--- config.mk ---
export PLATFORM = sky130hd
export DESIGN_NAME = owrom_selector
export DESIGN_NICKNAME = d
export VERILOG_FILES = /design/src/rtl/owrom_pkg.sv /design/src/rtl/owrom_regnum.sv /design/src/rtl/owrom_cmd_shift.sv /design/src/rtl/owrom_bit_ctr.sv /design/src/rtl/owrom_selector.sv
export SDC_FILE = /design/constraint.sdc
export NUM_CORES = 1
export LEC_CHECK = 0
export BUFFER_PORTS_ARGS = -buffer_cell sky130_fd_sc_hd__clkbuf_2
export CAP_MARGIN = 20
export CORE_ASPECT_RATIO = 0.7
export CORE_MARGIN = 3
export CORE_UTILIZATION = 53
export CTS_BUF_LIST = sky130_fd_sc_hd__clkbuf_8
export CTS_CLUSTER_DIAMETER = 150
export DETAILED_ROUTE_END_ITERATION = 10
export GPL_TIMING_DRIVEN = 0
export HOLD_SLACK_MARGIN = 0.02
export PLACE_DENSITY = 0.9
export SETUP_SLACK_MARGIN = 0.02
export SYNTH_ARGS = -nofsm -noshare
export SYNTH_HDL_FRONTEND = slang
export SYNTH_SLANG_ARGS = --single-unit
--- constraint.sdc ---
create_clock -name clk -period 3.98 [get_ports clk]
set_input_delay 0.398 -clock clk [delete_from_list [all_inputs] [get_ports clk]]
set_output_delay 0.398 -clock clk [all_outputs]
set_load 0.02 [all_outputs]
--- src/rtl/owrom_pkg.sv ---
package owrom_pkg;

  localparam int CMD_W = 8;
  localparam int CRC_W = 8;
  // reflected form of x^8 + x^5 + x^4 + 1
  localparam logic [CRC_W-1:0] CRC_POLY_REFL = 8'h8C;

  typedef enum logic [2:0] {
    ST_HALT,
    ST_CMD,
    ST_READ,
    ST_MATCH,
    ST_SRCH,
    ST_SEL,
    ST_DESEL
  } rom_state_t;

  typedef enum logic [1:0] {
    PH_TRUE,
    PH_COMP,
    PH_PICK
  } srch_phase_t;

  localparam logic [CMD_W-1:0] OP_READ     = 8'h33;
  localparam logic [CMD_W-1:0] OP_MATCH    = 8'h55;
  localparam logic [CMD_W-1:0] OP_SEARCH   = 8'hF0;
  localparam logic [CMD_W-1:0] OP_SKIP     = 8'hCC;
  localparam logic [CMD_W-1:0] OP_OD_SKIP  = 8'h3C;
  localparam logic [CMD_W-1:0] OP_OD_MATCH = 8'h69;
  localparam logic [CMD_W-1:0] OP_COND     = 8'hEC;

  // one shift of the check-code register, data bit entering at the low end
  function automatic logic [CRC_W-1:0] crc_step(input logic [CRC_W-1:0] c,
                                                 input logic d);
    logic fb;
    fb = c[0] ^ d;
    crc_step = (c >> 1) ^ (fb ? CRC_POLY_REFL : '0);
  endfunction

endpackage

--- src/rtl/owrom_regnum.sv ---
module owrom_regnum
  import owrom_pkg::*;
#(
  parameter int SERIAL_W = 56
) (
  input  logic [SERIAL_W-1:0]       serial,
  output logic [SERIAL_W+CRC_W-1:0] regnum
);
  logic [CRC_W-1:0] crc;

  always_comb begin
    crc = '0;
    for (int k = 0; k < SERIAL_W; k++) begin
      crc = crc_step(crc, serial[k]);
    end
  end

  assign regnum = {crc, serial};
endmodule

--- src/rtl/owrom_cmd_shift.sv ---
module owrom_cmd_shift #(
  parameter int W = 8
) (
  input  logic         clk,
  input  logic         rst_n,
  input  logic         clr,
  input  logic         shift_en,
  input  logic         din,
  output logic         full,
  output logic [W-1:0] value
);
  localparam int CW = $clog2(W);
  localparam logic [CW-1:0] LAST = CW'(W - 1);

  logic [W-1:0]  sr;
  logic [CW-1:0] cnt;

  assign value = {din, sr[W-1:1]};
  assign full  = shift_en && (cnt == LAST);

  always_ff @(posedge clk or negedge rst_n) begin
    if (!rst_n) begin
      sr  <= '0;
      cnt <= '0;
    end else if (clr) begin
      sr  <= '0;
      cnt <= '0;
    end else if (shift_en) begin
      sr  <= value;
      cnt <= full ? '0 : cnt + 1'b1;
    end
  end
endmodule

--- src/rtl/owrom_bit_ctr.sv ---
module owrom_bit_ctr #(
  parameter int N = 64
) (
  input  logic                 clk,
  input  logic                 rst_n,
  input  logic                 clr,
  input  logic                 inc,
  output logic [$clog2(N)-1:0] idx,
  output logic                 at_last
);
  localparam int IW = $clog2(N);
  localparam logic [IW-1:0] LAST = IW'(N - 1);

  assign at_last = (idx == LAST);

  always_ff @(posedge clk or negedge rst_n) begin
    if (!rst_n)       idx <= '0;
    else if (clr)     idx <= '0;
    else if (inc)     idx <= idx + 1'b1;
  end
endmodule

--- src/rtl/owrom_selector.sv ---
module owrom_selector
  import owrom_pkg::*;
#(
  parameter int SERIAL_W = 56,
  parameter int COND_W   = 3
) (
  input  logic                clk,
  input  logic                rst_n,
  input  logic                bus_rst_long,
  input  logic                bus_rst_short,
  input  logic                wr_slot,
  input  logic                wr_bit,
  input  logic                rd_slot,
  input  logic [SERIAL_W-1:0] serial_no,
  input  logic [COND_W-1:0]   alarm_flags,
  input  logic [COND_W-1:0]   search_mask,
  output logic                presence_req,
  output logic                tx_drive,
  output logic                tx_bit,
  output logic                overdrive,
  output logic                selected
);
  localparam int ID_W = SERIAL_W + CRC_W;
  localparam int IW   = $clog2(ID_W);

  rom_state_t  state, state_n;
  srch_phase_t phase, phase_n;
  logic        od_q, od_n;
  logic        pres_q;

  logic [ID_W-1:0]  regnum;
  logic [IW-1:0]    idx;
  logic             at_last;
  logic [CMD_W-1:0] cmd_val;

  // named events, also used by the checker
  logic bus_rst;
  logic cmd_done;
  logic bit_step;
  logic seq_end;
  logic mismatch;
  logic cur_bit;
  logic cond_hit;
  logic shift_en;
  logic ctr_inc;

  assign bus_rst  = bus_rst_long | bus_rst_short;
  assign cur_bit  = regnum[idx];
  assign cond_hit = |(alarm_flags & search_mask);
  assign shift_en = (state == ST_CMD) && wr_slot && !bus_rst;
  assign mismatch = wr_slot && (wr_bit != cur_bit);

  owrom_regnum #(.SERIAL_W(SERIAL_W)) u_regnum (
    .serial (serial_no),
    .regnum (regnum)
  );

  owrom_cmd_shift #(.W(CMD_W)) u_cmd (
    .clk      (clk),
    .rst_n    (rst_n),
    .clr      (bus_rst),
    .shift_en (shift_en),
    .din      (wr_bit),
    .full     (cmd_done),
    .value    (cmd_val)
  );

  owrom_bit_ctr #(.N(ID_W)) u_ctr (
    .clk     (clk),
    .rst_n   (rst_n),
    .clr     (bus_rst),
    .inc     (ctr_inc),
    .idx     (idx),
    .at_last (at_last)
  );

  assign ctr_inc = bit_step && !at_last;
  assign seq_end = bit_step && at_last;

  always_comb begin
    state_n  = state;
    phase_n  = phase;
    od_n     = od_q;
    bit_step = 1'b0;
    if (bus_rst) begin
      state_n = ST_CMD;
      phase_n = PH_TRUE;
      if (bus_rst_long) od_n = 1'b0;
    end else begin
      case (state)
        ST_CMD: begin
          if (cmd_done) begin
            case (cmd_val)
              OP_READ:     state_n = ST_READ;
              OP_MATCH:    state_n = ST_MATCH;
              OP_OD_MATCH: begin
                state_n = ST_MATCH;
                od_n    = 1'b1;
              end
              OP_SKIP:     state_n = ST_SEL;
              OP_OD_SKIP:  begin
                state_n = ST_SEL;
                od_n    = 1'b1;
              end
              OP_SEARCH:   state_n = ST_SRCH;
              OP_COND:     state_n = cond_hit ? ST_SRCH : ST_DESEL;
              default:     state_n = ST_DESEL;
            endcase
          end
        end
        ST_READ: begin
          if (rd_slot) begin
            bit_step = 1'b1;
            if (at_last) state_n = ST_SEL;
          end
        end
        ST_MATCH: begin
          if (wr_slot) begin
            if (mismatch) begin
              state_n = ST_DESEL;
            end else begin
              bit_step = 1'b1;
              if (at_last) state_n = ST_SEL;
            end
          end
        end
        ST_SRCH: begin
          case (phase)
            PH_TRUE: if (rd_slot) phase_n = PH_COMP;
            PH_COMP: if (rd_slot) phase_n = PH_PICK;
            PH_PICK: begin
              if (wr_slot) begin
                if (mismatch) begin
                  state_n = ST_DESEL;
                end else begin
                  phase_n  = PH_TRUE;
                  bit_step = 1'b1;
                  if (at_last) state_n = ST_SEL;
                end
              end
            end
            default: phase_n = PH_TRUE;
          endcase
        end
        default: ;
      endcase
    end
  end

  always_ff @(posedge clk or negedge rst_n) begin
    if (!rst_n) begin
      state  <= ST_HALT;
      phase  <= PH_TRUE;
      od_q   <= 1'b0;
      pres_q <= 1'b0;
    end else begin
      state  <= state_n;
      phase  <= phase_n;
      od_q   <= od_n;
      pres_q <= bus_rst;
    end
  end

  always_comb begin
    tx_drive = 1'b0;
    tx_bit   = 1'b1;
    if (state == ST_READ) begin
      tx_drive = 1'b1;
      tx_bit   = cur_bit;
    end else if (state == ST_SRCH && phase == PH_TRUE) begin
      tx_drive = 1'b1;
      tx_bit   = cur_bit;
    end else if (state == ST_SRCH && phase == PH_COMP) begin
      tx_drive = 1'b1;
      tx_bit   = ~cur_bit;
    end
  end

  assign presence_req = pres_q;
  assign overdrive    = od_q;
  assign selected     = (state == ST_SEL);
endmodule

==> impl_metrics.ini, run 1 <==
[synthesis]
synth_most_common_cell = xnor2_1
synthesis.nets = 439
synth_compound_area_share_pct = 9.59
ys.flop_type = dfrtp_1
ys_ff_latch = 23
yosys.area_share.adder_pct = 0.944
synthTopCellsByArea = xnor3_1 (15%), dfrtp_1 (14%), xnor2_1 (13%)
synth_area_leader_cell = xnor3_1
synth_edf_count = 0
syn_area_um2 = 3980
yosys.area_share.simple_pct = 12.8
ys_warn_count = 0
yosysTopAreaCellShare_pct = 15.3
yosysSeqAreaShare_pct = 14.5
yosys.cell_types.count = 57
postSynthAreaPerCell_um2 = 10.8
async_flop_share_pct = 100
syn_inst = 367
synthMuxAreaShare_pct = 10.7
synth.cells.most_frequent = xnor2_1 (59), nand2_1 (37), xnor3_1 (27), xor2_1 (26), dfrtp_1 (23)
synth_top_family_by_area = XOR/XNOR gates
synth-xor-area-share_pct = 49.3

[sta]
period_minus_slack_ps = 4700
timing.fmax_mhz = 213
worst_slew_pin_slew_ps = 650
slew_violations = 0
skew_ps = 6.08
hold_viol_final = 0
rsz0062_at_grt = yes
finalSetupViolCount = 11
relSlewSlack_pct = 56.2
period_share_pct = 118
worst_slack_ps = -721

[run]
cap_viol_max_count = 0

[route]
dr_total_vias = 3657
drt_iter0_markers = 402
viasPerCell = 6.47
ant_nets = 0
firstDrtPassIters = 5
wl_um = 12900
post_drt_wl_per_cell_um = 22.8
drc = 0

[floorplanning]
core-area_um2 = 7010
initial_core_util_pct = 56.8
die_h_um = 78.5
die_w_um = 110
std_cell_rows = 25
design.die.area_um2 = 8600
io_pins = 74

[critical_path]
cp_num_buf_inv = 4
crit_required_ps = 3580
startpoint_type = input port
path_class = in2out
reg2reg_depth = 14
cp-end-kind = primary output
cp.depth = 18
worst-path-max-fanout = 4
crit_arrival_ps = 4300
crit_chain = buf_8, xor3_2, xor2_2, xnor3_2, buf_8, buf_12, xnor2_4, xnor3_2, xor2_4, xnor3_1, o22ai_1, a32oi_1, o211ai_2, xnor2_1, nand2_1, o21ai_1, nand2_1, clkbuf_8
crit_path_top_delay_cell = xnor3_2
slowest_delay_ps = 530
critical-path-top-delay-family = XOR/XNOR gates

[global_routing]
overflow = 0
antenna_found_initial = 0
grt_util_met1_pct = 39.5
grt_pass1_vias = 3555
grt_util_met2_pct = 48.1
grt_max_degree = 24
grt.total_usage_pct = 28.6
grt_pass1_wl_um = 18800
use_met3_pct = 4.68
grt.busiest_layer = met2

[run_status]
outcome = complete, but fails checks
failed_checks = negative setup slack

[cts]
root_buffer = clkbuf_8
cts_tree = built
clock-sinks = 23
clock_path_buffers = 2
clk_pin_slew_ps = 90
cts-htree-levels = 1
ctsHoldBuffers = 0
cts_buffers = 3
clk_latency_ps = 270

[placed_design]
portBuffers = 71
place_congestion = 0.932
dp_hpwl_um = 8700

[final_layout]
final_util_pct = 74.8
syn_to_final_growth_pct = 31.8
layout.nets = 544
drive_above_1_share_pct = 41.0
n_antenna_cell = 0

[hold_path]
min_path_type = in2async
==> path summary, 6_finish.rpt <==
check / startpoint / endpoint / slack [ps]
hold reg to reg: u_cmd.cnt[2] / u_cmd.cnt[2] / 550
setup / recovery: serial_no[8] / tx_bit / -720
hold / removal: rst_n / phase[1] / 130
min in group clk: bus_rst_long / overdrive / 310
max in group asynchronous: rst_n / u_cmd.cnt[1] / 3430
setup reg to reg: u_ctr.idx[0] / u_ctr.idx[0] / -430
==> layout make-up <==
cell class	instances	area [um^2]
buffer	16	75.1
tap	94	118
inverter	5	18.8
clock inverter	1	3.75
timing repair buffer	99	667
sequential	23	576
clock buffer	3	41.3
fill	417	1760
multi-input combinational	324	3740
==> worst register-to-register path, stage by stage, from the launching register on <==
cell	delay [ps]
dfrtp_1	380
clkbuf_2	240
clkbuf_4	330
mux4_2	560
mux4_2	530
o211ai_1	180
o21ai_0	240
and2_1	290
a32oi_1	260
o211ai_2	190
buf_4	210
xor2_4	200
o21a_4	240
or3_1	360
a21oi_2	130
==> stage by stage <==
step	area (um^2)	setup WS [ps]	std cells	setup TNS, ps	hold WS [ps]
2_1_floorplan	4110	-187	367	-665	102
3_3_place_gp	4590	-735	532	-6470	424
3_5_place_dp	4590	-873	532	-8180	435
4_1_cts	4950	-612	556	-5150	150
5_1_grt	5240	-830	565	-6920	160
6_report	5240	-721	565	-6090	129
==> metal layers <==
layer  wire length (um)  share of wire, %
met3               1310                10
met4                329               2.6
met5                  0                 0
met1               4790                37
met2               6430                50
==> placed cells by master, fill, tap and decap left out, drive strengths merged, types with 2 or more instances in the layout <==
master | synthesis | layout
and2 | 2 | 2
mux2i | 4 | 4
buf | 1 | 31
and3 | 6 | 6
nand4b | 2 | 2
o41ai | 2 | 2
nand2b | 5 | 5
mux4 | 17 | 17
xor3 | 11 | 11
inv | 4 | 5
o31ai | 3 | 3
nor4bb | 3 | 3
or3 | 2 | 2
o22ai | 2 | 2
o21a | 1 | 2
nor2 | 21 | 21
xnor3 | 35 | 35
dfrtp | 23 | 23
clkbuf | 15 | 87
a22oi | 2 | 2
xnor2 | 63 | 63
o311ai | 4 | 4
nor2b | 2 | 2
xor2 | 30 | 30
o21ai | 10 | 10
nand3 | 9 | 9
nor3 | 3 | 3
ha | 3 | 3
nand4 | 3 | 3
a21oi | 21 | 21
nor3b | 2 | 2
o211ai | 5 | 5
nand2 | 37 | 37
==> registers in the layout, indices dropped and copies added, names as in the netlist <==
signal        flops
u_cmd.sr          7
phase             2
overdrive         1
u_cmd.cnt         3
u_ctr.idx         6
state             3
presence_req      1
==> repair_timing <==
action                     in CTS  in global routing
gates resized for setup        32                 40
cloned                          1                  0
setup endpoints to repair      11                 11
buffers inserted               19                 10
pin swaps                      30                 19
==> logic make-up (layout without fill, tap and decap cells) <==
group,after synthesis,in the layout
flip-flops,23,23
adder cells (fa/ha/maj),3,3
multiplexers,21,21
AO/OA/AOI/OAI,58,59
AND/OR/NAND/NOR,102,102
buffers and inverters,21,124
XOR/XNOR,139,139
Power of run 1 is not shown: default switching activity piles up to over one toggle a cycle in this logic, so the estimate is an artifact.
==> run 2: changes to the inputs <==
--- a/config.mk
+++ b/config.mk
@@ -9,13 +9,13 @@
 export CAP_MARGIN = 20
 export CORE_ASPECT_RATIO = 0.7
 export CORE_MARGIN = 3
-export CORE_UTILIZATION = 53
+export CORE_UTILIZATION = 50
 export CTS_BUF_LIST = sky130_fd_sc_hd__clkbuf_8
 export CTS_CLUSTER_DIAMETER = 150
 export DETAILED_ROUTE_END_ITERATION = 10
 export GPL_TIMING_DRIVEN = 0
 export HOLD_SLACK_MARGIN = 0.02
-export PLACE_DENSITY = 0.9
+export PLACE_DENSITY = 0.86
 export SETUP_SLACK_MARGIN = 0.02
 export SYNTH_ARGS = -nofsm -noshare
 export SYNTH_HDL_FRONTEND = slang
==> impl_metrics.ini, run 2 (synthesis gave the netlist of run 1 again) <==
[run_status]
outcome = complete, but fails checks
failed_checks = negative setup slack

[critical_path]
crit_path_top_delay_cell = xor3_2
startpoint_type = input port
cp_num_buf_inv = 3
worst-path-max-fanout = 3
cpMostUsedCell = xnor2_1
crit_chain = buf_8, xor3_2, buf_4, xnor3_2, xnor3_2, xnor2_4, xnor3_1, xor2_1, xnor2_1, xnor2_1, xnor2_1, o211ai_2, xnor2_1, nand2_1, o21ai_1, nand2_1, clkbuf_8
crit_required_ps = 3580
crit_arrival_ps = 4160
slowest_delay_ps = 470
path_class = in2out
critical-path-top-delay-family = XOR/XNOR gates
cp-end-kind = primary output

[sta]
slew_violations = 0
period_share_pct = 114
relSlewSlack_pct = 50.0
period_minus_slack_ps = 4550
finalSetupViolCount = 11
worst_slew_pin_slew_ps = 743
hold_viol_final = 0
timing.fmax_mhz = 220
worst_slack_ps = -573
rsz0062_at_grt = yes
skew_ps = 3.82

[route]
wl_um = 12000
drt_iter0_markers = 327
ant_nets = 0
drc = 0
post_drt_wl_per_cell_um = 21.3
viasPerCell = 6.29
firstDrtPassIters = 5
dr_total_vias = 3544

[global_routing]
grt_max_degree = 24
grt_pass1_vias = 3408
antenna_found_initial = 0
overflow = 0
grt.total_usage_pct = 24.4
grt_pass1_wl_um = 17500

[final_layout]
largest_register = u_cmd.sr
stdcell_count = 563
final_common_cell = clkbuf_2
largest_registers = u_cmd.sr x7, u_ctr.idx x6
most-common-layout-cells = clkbuf_2 (69), xnor2_1 (41), nand2_1 (37), dfrtp_1 (23), xnor3_1 (22)
n_antenna_cell = 0
num-fill-cells = 495
largest_reg_flops = 7
drive_above_1_share_pct = 40.2
layout.nets = 538
syn_to_final_growth_pct = 30.1

[cts]
cts_tree = built
clk_pin_slew_ps = 80
ctsHoldBuffers = 0
clk_latency_ps = 260
clock_path_buffers = 2
cts-htree-levels = 1
cts_buffers = 3
clock-sinks = 23
root_buffer = clkbuf_8

[hold_path]
min_path_type = in2async

[placed_design]
place_congestion = 0.905
dp_hpwl_um = 8570
dp_slack_ps = -830
placed_cells = 536
portBuffers = 71

[floorplanning]
die_h_um = 80.6
io_pins = 74
design.die.area_um2 = 9080
core-area_um2 = 7510
die_w_um = 113
initial_core_util_pct = 52.9
std_cell_rows = 26

[run]
cap_viol_max_count = 0
-- run 2: cell type report --
type | instances | area, um^2 | share of cell area (%)
Buffer | 16 | 75.1 | 1.45
Clock buffer | 3 | 41.3 | 0.798
Clock inverter | 1 | 3.75 | 0.0725
Inverter | 5 | 18.8 | 0.363
Multi-Input combinational cell | 324 | 3740 | 72.3
Sequential cell | 23 | 576 | 11.1
Tap cell | 98 | 123 | 2.37
Timing Repair Buffer | 93 | 594 | 11.5
-- run 2: timing repair --
action / CTS / global route
setup endpoints to repair: 11 / 11
pin swaps: 20 / 34
resized for setup: 13 / 51
cloned: 1 / 0
buffers inserted: 14 / 8
-- run 2: per-layer routing --
layer  share of wire, %  vias up  routed length [um]  global-route usage [%]
met1                 40     1759                4750                    33.9
met3                8.4       29                1010                    3.46
met5                  0        -                   0                       0
li1                   -     1527                   -                       -
met2                 50      229                6020                    41.9
met4                1.9        0                 223                    3.24
-- run 2: final timing paths --
kind | from | to | slack (ps) | cells after the start
hold / removal | rst_n | phase[1] | 140 | 1
max in group asynchronous | rst_n | u_cmd.cnt[1] | 3430 | 1
min in group clk | bus_rst_long | overdrive | 300 | 2
hold reg to reg | overdrive | overdrive | 530 | 2
setup / recovery | serial_no[2] | tx_bit | -570 | 17
setup reg to reg | u_ctr.idx[0] | u_ctr.idx[0] | -240 | 14
-- run 2: metrics by stage --
stage | hold WS [ps] | setup TNS (ps) | util [%] | area [um^2]
2_1_floorplan | 102 | -665 | - | 4110
3_3_place_gp | 429 | -6480 | 61.1 | 4590
3_5_place_dp | 437 | -7650 | 61.1 | 4590
4_1_cts | 150 | -4270 | 64.3 | 4830
5_1_grt | 155 | -6020 | 68.9 | 5180
6_report | 136 | -4620 | 68.9 | 5180
Power of run 2 is left out for the same reason.
==> run 3: changes to the inputs <==
==> constraint.sdc (replaced) <==
create_clock -name clk -period 3.98 [get_ports clk]
set_input_delay 0.398 -clock clk [delete_from_list [all_inputs] [get_ports clk]]
set_output_delay 0.398 -clock clk [all_outputs]
set_load 0.05 [all_outputs]
==> impl_metrics.ini, run 3 (synthesis gave the netlist of run 1 again) <==
[final_layout]
n_antenna_cell = 0
drive_above_1_share_pct = 37.5
most-common-layout-cells = clkbuf_2 (66), xnor2_1 (49), nand2_1 (35), xnor3_1 (23), dfrtp_1 (23)
final_util_pct = 67.3
largest_register = u_cmd.sr
syn_to_final_growth_pct = 27.1
largest_registers = u_cmd.sr x7, u_ctr.idx x6
largest_reg_flops = 7
layout.nets = 540
final_common_cell = clkbuf_2

[sta]
slew_violations = 0
timing.fmax_mhz = 214
rsz0062_at_grt = yes
hold_ws_ps = 120
worst_slack_ps = -691
period_minus_slack_ps = 4670
period_share_pct = 117
finalSetupTns_ps = -6200
worst_slew_pin_slew_ps = 787
relSlewSlack_pct = 46.8
finalSetupViolCount = 11
skew_ps = 6.44
hold_viol_final = 0

[floorplanning]
design.die.area_um2 = 9080
io_pins = 74
die_h_um = 80.6
std_cell_rows = 26
core-area_um2 = 7510
die_w_um = 113
initial_core_util_pct = 52.9

[cts]
cts_tree = built
clk_pin_slew_ps = 80
ctsHoldBuffers = 0
cts-htree-levels = 1
clk_latency_ps = 270
clock-sinks = 23
root_buffer = clkbuf_8
clock_path_buffers = 2
cts_buffers = 3

[route]
drc = 0
drt_iter0_markers = 438
viasPerCell = 6.12
ant_nets = 0
post_drt_wl_per_cell_um = 20.7
dr_total_vias = 3460
wl_um = 11700
firstDrtPassIters = 5

[critical_path]
cp-end-kind = flip-flop
slowest_delay_ps = 530
crit_start = serial_no[0]
critical-path-top-delay-family = XOR/XNOR gates
crit_required_ps = 4170
startpoint_type = input port
crit_chain = clkbuf_16, buf_4, xor2_1, xnor3_2, xnor3_1, xor2_2, xnor3_2, xnor3_1, xnor3_1, o22ai_1, a32oi_1, o211ai_2, buf_4, buf_6, xor2_4, o21a_4, or3_1, a21oi_1
path_class = in2reg
crit_arrival_ps = 4860
worstReg2RegStart = u_ctr.idx[0]
cp_num_buf_inv = 4
cpMostUsedCell = xnor3_1
worst-path-max-fanout = 8
crit_path_top_delay_cell = xnor3_2

[hold_path]
min_path_type = in2async

[global_routing]
grt_pass1_wl_um = 17200
grt_max_degree = 24
overflow = 0
grt.total_usage_pct = 24.1
grt_pass1_vias = 3329
antenna_found_initial = 0

[placed_design]
dp_hpwl_um = 8460
place_congestion = 0.912
dp_slack_ps = -856
portBuffers = 71

[run_status]
outcome = complete, but fails checks
failed_checks = negative setup slack

[run]
cap_viol_max_count = 0
-- run 3: layer usage --
layer / wire, um / share of wire (%) / GRT usage (%)
met1: 4430 / 38 / 31.7
met2: 5720 / 49 / 40.4
met3: 1240 / 11 / 5.50
met4: 289 / 2.5 / 6.00
met5: 0 / 0 / 0
-- run 3: metrics by stage --
stage	std cells	cell area, um^2
after CTS	553	4860
after global placement	536	4590
after detailed placement	536	4590
after global routing	565	5060
after floorplan	367	4120
final	565	5060
-- run 3: cell type report --
| cell class | count | area [um^2] |
|---|---|---|
| inverters | 5 | 18.8 |
| multi-input cells | 323 | 3580 |
| repair buffers | 96 | 639 |
| well taps | 98 | 123 |
| flip-flops and latches | 23 | 576 |
| fillers | 514 | 2460 |
| clock inverters | 1 | 3.75 |
| plain buffers | 16 | 71.3 |
| clock buffers | 3 | 41.3 |
-- run 3: worst paths after layout --
check                                     to  slack, ps  cells after the start
min in group clk                   overdrive        300                      2
worst min register to register  u_cmd.cnt[2]        540                      2
worst max-delay path            u_ctr.idx[0]       -690                     18
max in group asynchronous       u_cmd.cnt[0]       3460                      1
worst min-delay path                phase[0]        120                      1
worst max register to register  u_ctr.idx[0]       -480                     15
-- run 3: timing repair --
action,4_1_cts,5_1_grt
endpoints found under the setup margin,11,11
buffers inserted,13,13
pin swaps,26,21
gates resized for setup,23,29
Power of run 3 is left out for the same reason.
